$ cat src/rtl/dstdc_pkg.sv
package dstdc_pkg;
  typedef enum logic [1:0] {
    ST_IDLE   = 2'd0,
    ST_CHARGE = 2'd1,
    ST_DISCH  = 2'd2
  } tdc_state_e;
endpackage

$ cat src/rtl/dstdc_arm.sv
module dstdc_arm
  import dstdc_pkg::*;
(
  input  logic       clk_i,
  input  logic       rst_ni,
  input  tdc_state_e state_i,
  input  logic       cap_pos_i,
  output logic       armed_o
);
  logic armed_q;

  // armed only after an idle cycle with an empty capacitor
  always_ff @(posedge clk_i or negedge rst_ni) begin
    if (!rst_ni)                armed_q <= 1'b0;
    else if (state_i == ST_IDLE) armed_q <= !cap_pos_i;
    else                        armed_q <= 1'b0;
  end

  assign armed_o = armed_q;
endmodule

$ cat src/rtl/dstdc_fsm.sv
module dstdc_fsm
  import dstdc_pkg::*;
(
  input  logic       clk_i,
  input  logic       rst_ni,
  input  logic       gate_i,
  input  logic       cap_pos_i,
  input  logic       armed_i,
  output tdc_state_e state_o,
  output logic       clr_o,
  output logic       inc_o,
  output logic       done_o
);
  tdc_state_e state_q, state_d;

  always_comb begin
    state_d = state_q;
    unique case (state_q)
      ST_IDLE:   if (armed_i && gate_i) state_d = ST_CHARGE;
      ST_CHARGE: if (!gate_i)           state_d = ST_DISCH;
      ST_DISCH:  if (!cap_pos_i)        state_d = ST_IDLE;
      default:                          state_d = ST_IDLE;
    endcase
  end

  always_ff @(posedge clk_i or negedge rst_ni) begin
    if (!rst_ni) state_q <= ST_IDLE;
    else         state_q <= state_d;
  end

  assign state_o = state_q;
  assign clr_o   = (state_q == ST_CHARGE) && !gate_i;
  assign inc_o   = (state_q == ST_DISCH) && cap_pos_i;
  assign done_o  = (state_q == ST_DISCH) && !cap_pos_i;
endmodule

$ cat src/rtl/dstdc_counter.sv
module dstdc_counter #(
  parameter int unsigned W = 4
) (
  input  logic         clk_i,
  input  logic         rst_ni,
  input  logic         clr_i,
  input  logic         inc_i,
  output logic [W-1:0] cnt_o,
  output logic         ovf_o
);
  localparam logic [W-1:0] CntMax = {W{1'b1}};

  logic [W-1:0] cnt_q;
  logic         ovf_q;

  always_ff @(posedge clk_i or negedge rst_ni) begin
    if (!rst_ni) begin
      cnt_q <= '0;
      ovf_q <= 1'b0;
    end else if (clr_i) begin
      cnt_q <= '0;
      ovf_q <= 1'b0;
    end else if (inc_i) begin
      if (cnt_q == CntMax) ovf_q <= 1'b1;
      else                 cnt_q <= cnt_q + 1'b1;
    end
  end

  assign cnt_o = cnt_q;
  assign ovf_o = ovf_q;
endmodule

$ cat src/rtl/dstdc_result.sv
module dstdc_result #(
  parameter int unsigned CODE_W = 4,
  parameter int unsigned STEP_W = 16,
  parameter logic [STEP_W-1:0] STEP_Q = 1646,
  localparam int unsigned TIME_W = CODE_W + STEP_W
) (
  input  logic              clk_i,
  input  logic              rst_ni,
  input  logic              load_i,
  input  logic [CODE_W-1:0] cnt_i,
  input  logic              ovf_i,
  output logic [CODE_W-1:0] code_o,
  output logic [TIME_W-1:0] time_o,
  output logic              ovf_o,
  output logic              valid_o
);
  logic [TIME_W-1:0] time_d;
  logic [CODE_W-1:0] code_q;
  logic [TIME_W-1:0] time_q;
  logic              ovf_q, valid_q;

  assign time_d = TIME_W'(cnt_i) * TIME_W'(STEP_Q);

  always_ff @(posedge clk_i or negedge rst_ni) begin
    if (!rst_ni) begin
      code_q  <= '0;
      time_q  <= '0;
      ovf_q   <= 1'b0;
      valid_q <= 1'b0;
    end else begin
      valid_q <= load_i;
      if (load_i) begin
        code_q <= cnt_i;
        time_q <= time_d;
        ovf_q  <= ovf_i;
      end
    end
  end

  assign code_o  = code_q;
  assign time_o  = time_q;
  assign ovf_o   = ovf_q;
  assign valid_o = valid_q;
endmodule

$ cat src/rtl/dual_slope_tdc.sv
module dual_slope_tdc
  import dstdc_pkg::*;
#(
  parameter int unsigned CODE_W = 4,
  parameter int unsigned STEP_W = 16,
  parameter int unsigned FRAC_W = 4,
  parameter logic [STEP_W-1:0] STEP_Q = 1646,
  localparam int unsigned TIME_W = CODE_W + STEP_W
) (
  input  logic              clk_i,
  input  logic              rst_ni,
  input  logic              gate_i,
  input  logic              cap_pos_i,
  output logic              charge_en_o,
  output logic              discharge_en_o,
  output logic [CODE_W-1:0] code_o,
  output logic [TIME_W-1:0] time_o,
  output logic              ovf_o,
  output logic              valid_o
);
  // FRAC_W documents the binary point of STEP_Q and time_o
  localparam int unsigned FracBits = FRAC_W;

  tdc_state_e        state;
  logic              armed, clr, inc, done;
  logic [CODE_W-1:0] cnt;
  logic              cnt_ovf;

  dstdc_arm u_arm (
    .clk_i    (clk_i),
    .rst_ni   (rst_ni),
    .state_i  (state),
    .cap_pos_i(cap_pos_i),
    .armed_o  (armed)
  );

  dstdc_fsm u_fsm (
    .clk_i    (clk_i),
    .rst_ni   (rst_ni),
    .gate_i   (gate_i),
    .cap_pos_i(cap_pos_i),
    .armed_i  (armed),
    .state_o  (state),
    .clr_o    (clr),
    .inc_o    (inc),
    .done_o   (done)
  );

  dstdc_counter #(.W(CODE_W)) u_cnt (
    .clk_i (clk_i),
    .rst_ni(rst_ni),
    .clr_i (clr),
    .inc_i (inc),
    .cnt_o (cnt),
    .ovf_o (cnt_ovf)
  );

  dstdc_result #(
    .CODE_W(CODE_W),
    .STEP_W(STEP_W),
    .STEP_Q(STEP_Q)
  ) u_res (
    .clk_i  (clk_i),
    .rst_ni (rst_ni),
    .load_i (done),
    .cnt_i  (cnt),
    .ovf_i  (cnt_ovf),
    .code_o (code_o),
    .time_o (time_o),
    .ovf_o  (ovf_o),
    .valid_o(valid_o)
  );

  assign charge_en_o    = (state == ST_CHARGE);
  assign discharge_en_o = (state == ST_DISCH);
endmodule

$ cat config.mk
export PLATFORM = sky130hd
export DESIGN_NAME = dual_slope_tdc
export DESIGN_NICKNAME = d
export VERILOG_FILES = /design/src/rtl/dstdc_pkg.sv /design/src/rtl/dstdc_arm.sv /design/src/rtl/dstdc_fsm.sv /design/src/rtl/dstdc_counter.sv /design/src/rtl/dstdc_result.sv /design/src/rtl/dual_slope_tdc.sv
export SDC_FILE = /design/constraint.sdc
export NUM_CORES = 1
export LEC_CHECK = 0
export ABC_AREA = 0
export BUFFER_PORTS_ARGS = -buffer_cell sky130_fd_sc_hd__buf_2
export CAP_MARGIN = 20
export CORE_MARGIN = 1
export CORE_UTILIZATION = 55
export CTS_BUF_LIST = sky130_fd_sc_hd__clkbuf_2
export CTS_CLUSTER_DIAMETER = 150
export CTS_CLUSTER_SIZE = 40
export DETAILED_ROUTE_END_ITERATION = 16
export PLACE_DENSITY_LB_ADDON = 0.25
export SYNTH_ARGS = -nofsm -noshare
export SYNTH_HDL_FRONTEND = slang
export SYNTH_HIERARCHICAL = 1
export SYNTH_SLANG_ARGS = --single-unit
$ cat constraint.sdc
create_clock -name clk_i -period 4 [get_ports clk_i]
set_input_delay 0 -clock clk_i [delete_from_list [all_inputs] [get_ports clk_i]]
set_output_delay 0 -clock clk_i [all_outputs]
set_load 0.005 [all_outputs]
==> impl_metrics.py <==
metrics = {
    "outcome": {
        "outcome": "complete, no violations",
    },
    "synthesis": {
        "ys_async_sr_fraction": 1.00,
        "synthFlopType": "dfrtp_1",
        "synth_area_mm2": 0.00194,
        "synth_warnings": 6,
        "seq_area_frac_synth": 0.349,
        "synth-seq-cells": 27,
        "synth_cell_types": 52,
        "synth_edf_count": 0,
        "synth_area_per_cell_um2": 10.4,
        "synthCells": 187,
    },
    "global_routing": {
        "grt_max_degree": 28,
        "grt_first_pass_wirelength_um": 6530,
        "first_global_vias": 1438,
        "antenna_found_initial": 0,
        "grtUsageTotal": 0.237,
        "grt.overflow.total": 0,
    },
    "floorplan": {
        "die_x_um": 61.3,
        "die_h_um": 61.3,
        "fp-row-count": 21,
        "initial_utilization": 0.576,
        "fp.coreArea_mm2": 0.00336,
        "die-area_mm2": 0.00376,
        "ios": 32,
    },
    "power": {
        "ir_worst_vdd_v": 0.000253,
        "leakage_nw": 1.14,
        "internal-power_w": 0.000587,
        "power.switching_w": 0.000369,
        "p_seq_frac": 0.429,
        "power_frac_clock": 0.110,
        "p_sw_frac": 0.386,
        "comb_power_share": 0.461,
        "powerDensity_mw_per_mm2": 449,
    },
    "sta": {
        "maxSlewHeadroom": 0.394,
        "setup_ws_ns": 0.977,
        "hold_viol": 0,
        "finalSetupTns_ns": 0,
        "fin_crit_ns": 3.02,
        "fmax_mhz": 331,
        "hold_ws_ns": 0.146,
        "setup_viol": 0,
        "fin_skew_ns": 0.00557,
        "rsz0062_at_grt": "false",
        "drv_slew": 0,
        "tightest_slew_ns": 0.905,
        "period_share": 0.756,
    },
    "detailed_routing": {
        "drc": 0,
        "ant_nets": 0,
        "initialDrtViolationCount": 67,
        "top_layer": "met4",
        "dr.pass1.iters": 4,
        "vias": 1493,
        "wl_met3_um": 140,
        "wl_met2_um": 2040,
        "wl_met1_um": 1720,
        "routed_wirelength_um": 4010,
        "vias_per_cell": 5.76,
        "avgRoutedWirePerCell_um": 15.5,
    },
    "placed_design": {
        "place_ws_ns": 1.02,
        "place.gp.congestion": 0.890,
        "place_area_mm2": 0.00208,
        "dp_hpwl_um": 2970,
        "io_buffers": 25,
    },
    "setup_path": {
        "start_kind": "flop",
        "rrSetupSlack_ns": 0.98,
        "reg2reg_from": "u_cnt/cnt_o[2]",
        "rr_worst_depth": 8,
        "slowest_stage": "dfrtp_1",
        "reg2reg_to": "u_res/time_o[11]",
        "cp_slowest_stage_delay_ns": 0.63,
        "path_max_fanout": 10,
        "end_kind": "flop",
        "required_ns": 4.28,
        "crit_chain": "fa_1 -> ha_1 -> inv_1 -> fa_1 -> nand2b_1 -> a21oi_1 -> o31ai_1 -> a221o_1",
        "cp.arrival_ns": 3.30,
        "cpMostUsedCell": "fa_1",
        "crit_type": "flop to flop",
    },
    "flow_run": {
        "cap_violations": 0,
    },
    "finish": {
        "layout_commonest_cell": "dfrtp_1",
        "final_cell_mix": "dfrtp_1, buf_2, ha_1",
        "design_area_mm2": 0.00213,
        "final_net_count": 243,
        "drive_gt1_frac": 0.230,
        "areaGrowthSynthToFinish_pct": 9.88,
        "n_antenna_cell": 0,
    },
    "clocking": {
        "cts.reportedPaths.clkPinSlew_ns": 0.24,
        "cts_tree": "built",
        "cts_root_buf": "clkbuf_2",
        "cts_setup_buffers": 0,
        "numCtsBuffers": 3,
        "clock_latency_ns": 0.35,
        "cts_buffer_depth": 2,
        "cts_max_level": 1,
        "cts.sinks": 27,
    },
    "hold_path": {
        "worstHoldPathType": "input port to async pin",
    },
}
[per-layer routing]
| layer | global-route usage | vias to the layer above |
|---|---|---|
| met2 | 0.425 | 42 |
| li1 | - | 720 |
| met1 | 0.283 | 719 |
| met3 | 0.0357 | 12 |
| met5 | 0 | - |
| met4 | 0.0984 | 0 |
[final cells by class]
type,count,area [um^2]
Fill cell,296,1230
Multi-Input combinational cell,139,1160
Sequential cell,27,676
Timing Repair Buffer,29,163
Tap cell,46,57.6
Inverter,14,52.6
Clock buffer,4,20.0
[how the worst max path moves through the flow]
| stage | startpoint | end | slack (ns) |
|---|---|---|---|
| 6_report | u_cnt/cnt_o[2] | u_res/time_o[11] | 0.98 |
| 5_1_grt | u_cnt/cnt_o[2] | u_res/time_o[11] | 0.79 |
| 4_1_cts | u_cnt/cnt_o[2] | u_res/time_o[14] | 1.01 |
| 3_5_place_dp | u_cnt/cnt_o[2] | u_res/time_o[14] | 1.02 |
| 3_3_place_gp | u_cnt/cnt_o[2] | u_res/time_o[14] | 1.13 |
| 2_1_floorplan | u_cnt/cnt_o[2] | u_res/time_o[14] | 1.24 |
[timing repair]
action                                 CTS  global route
endpoints found under the hold margin   31             0
hold buffers                             3             0
resized for setup                        0             0
[power by group through the flow]
stage	Sequential [W]	Combinational (W)	Clock (W)
after floorplan	0.000416	0.000289	0
after global placement	0.000412	0.000416	0
after detailed placement	0.000417	0.000433	0
after CTS	0.000411	0.000438	0.000110
after global routing	0.000423	0.000492	0.000121
final	0.000410	0.000440	0.000105
[Yosys cell counts (5+ instances only)]
cell type,instances,share of area
dfrtp_1,27,0.35
ha_1,21,0.14
inv_1,13,0.025
mux2_2,10,0.058
nand2_1,9,0.017
a21oi_1,8,0.021
buf_4,7,0.027
nor2_1,7,0.014
nor3_1,6,0.016
nand3b_1,5,0.019
[stage by stage]
step / std cells / total power [W] / util
finish: 259 / 0.000956 / 0.633
global route: 259 / 0.00104 / 0.633
CTS: 259 / 0.000959 / 0.633
detailed placement: 252 / 0.000850 / 0.618
global placement: 252 / 0.000828 / 0.618
floorplan: 192 / 0.000705 / -
[cells by family (layout without fill, tap and decap cells)]
| kind of cell | after synthesis | after routing | share of synthesized area |
|---|---|---|---|
| simple gates | 49 | 49 | 0.147 |
| compound gates | 43 | 43 | 0.171 |
| flops | 27 | 27 | 0.349 |
| buf+inv | 26 | 47 | 0.0646 |
| fa+ha+maj | 25 | 25 | 0.177 |
| mux | 13 | 13 | 0.0762 |
| xor+xnor | 3 | 3 | 0.0136 |
| other cells | 1 | 6 | 0.00194 |
[flip-flops by register name, summed over array words and instances (netlist names)]
signal,cells
u_arm/armed_o,1
u_res/time_o,13
u_fsm/state_o,2
u_res/valid_o,1
u_res/code_o,4
u_cnt/cnt_o,4
u_res/ovf_o,1
u_cnt/ovf_o,1
[worst max-delay path, delay by kind of cell, from the launching register on]
family / cells / cell delay [ns]
DFF: 1 / 0.63
adders and majority gates: 3 / 1.29
buffers and inverters: 1 / 0.06
AOI/OAI and AO/OA: 3 / 0.76
and+or+nand+nor: 1 / 0.20
Note: power is estimated with default switching activity, not from simulation.
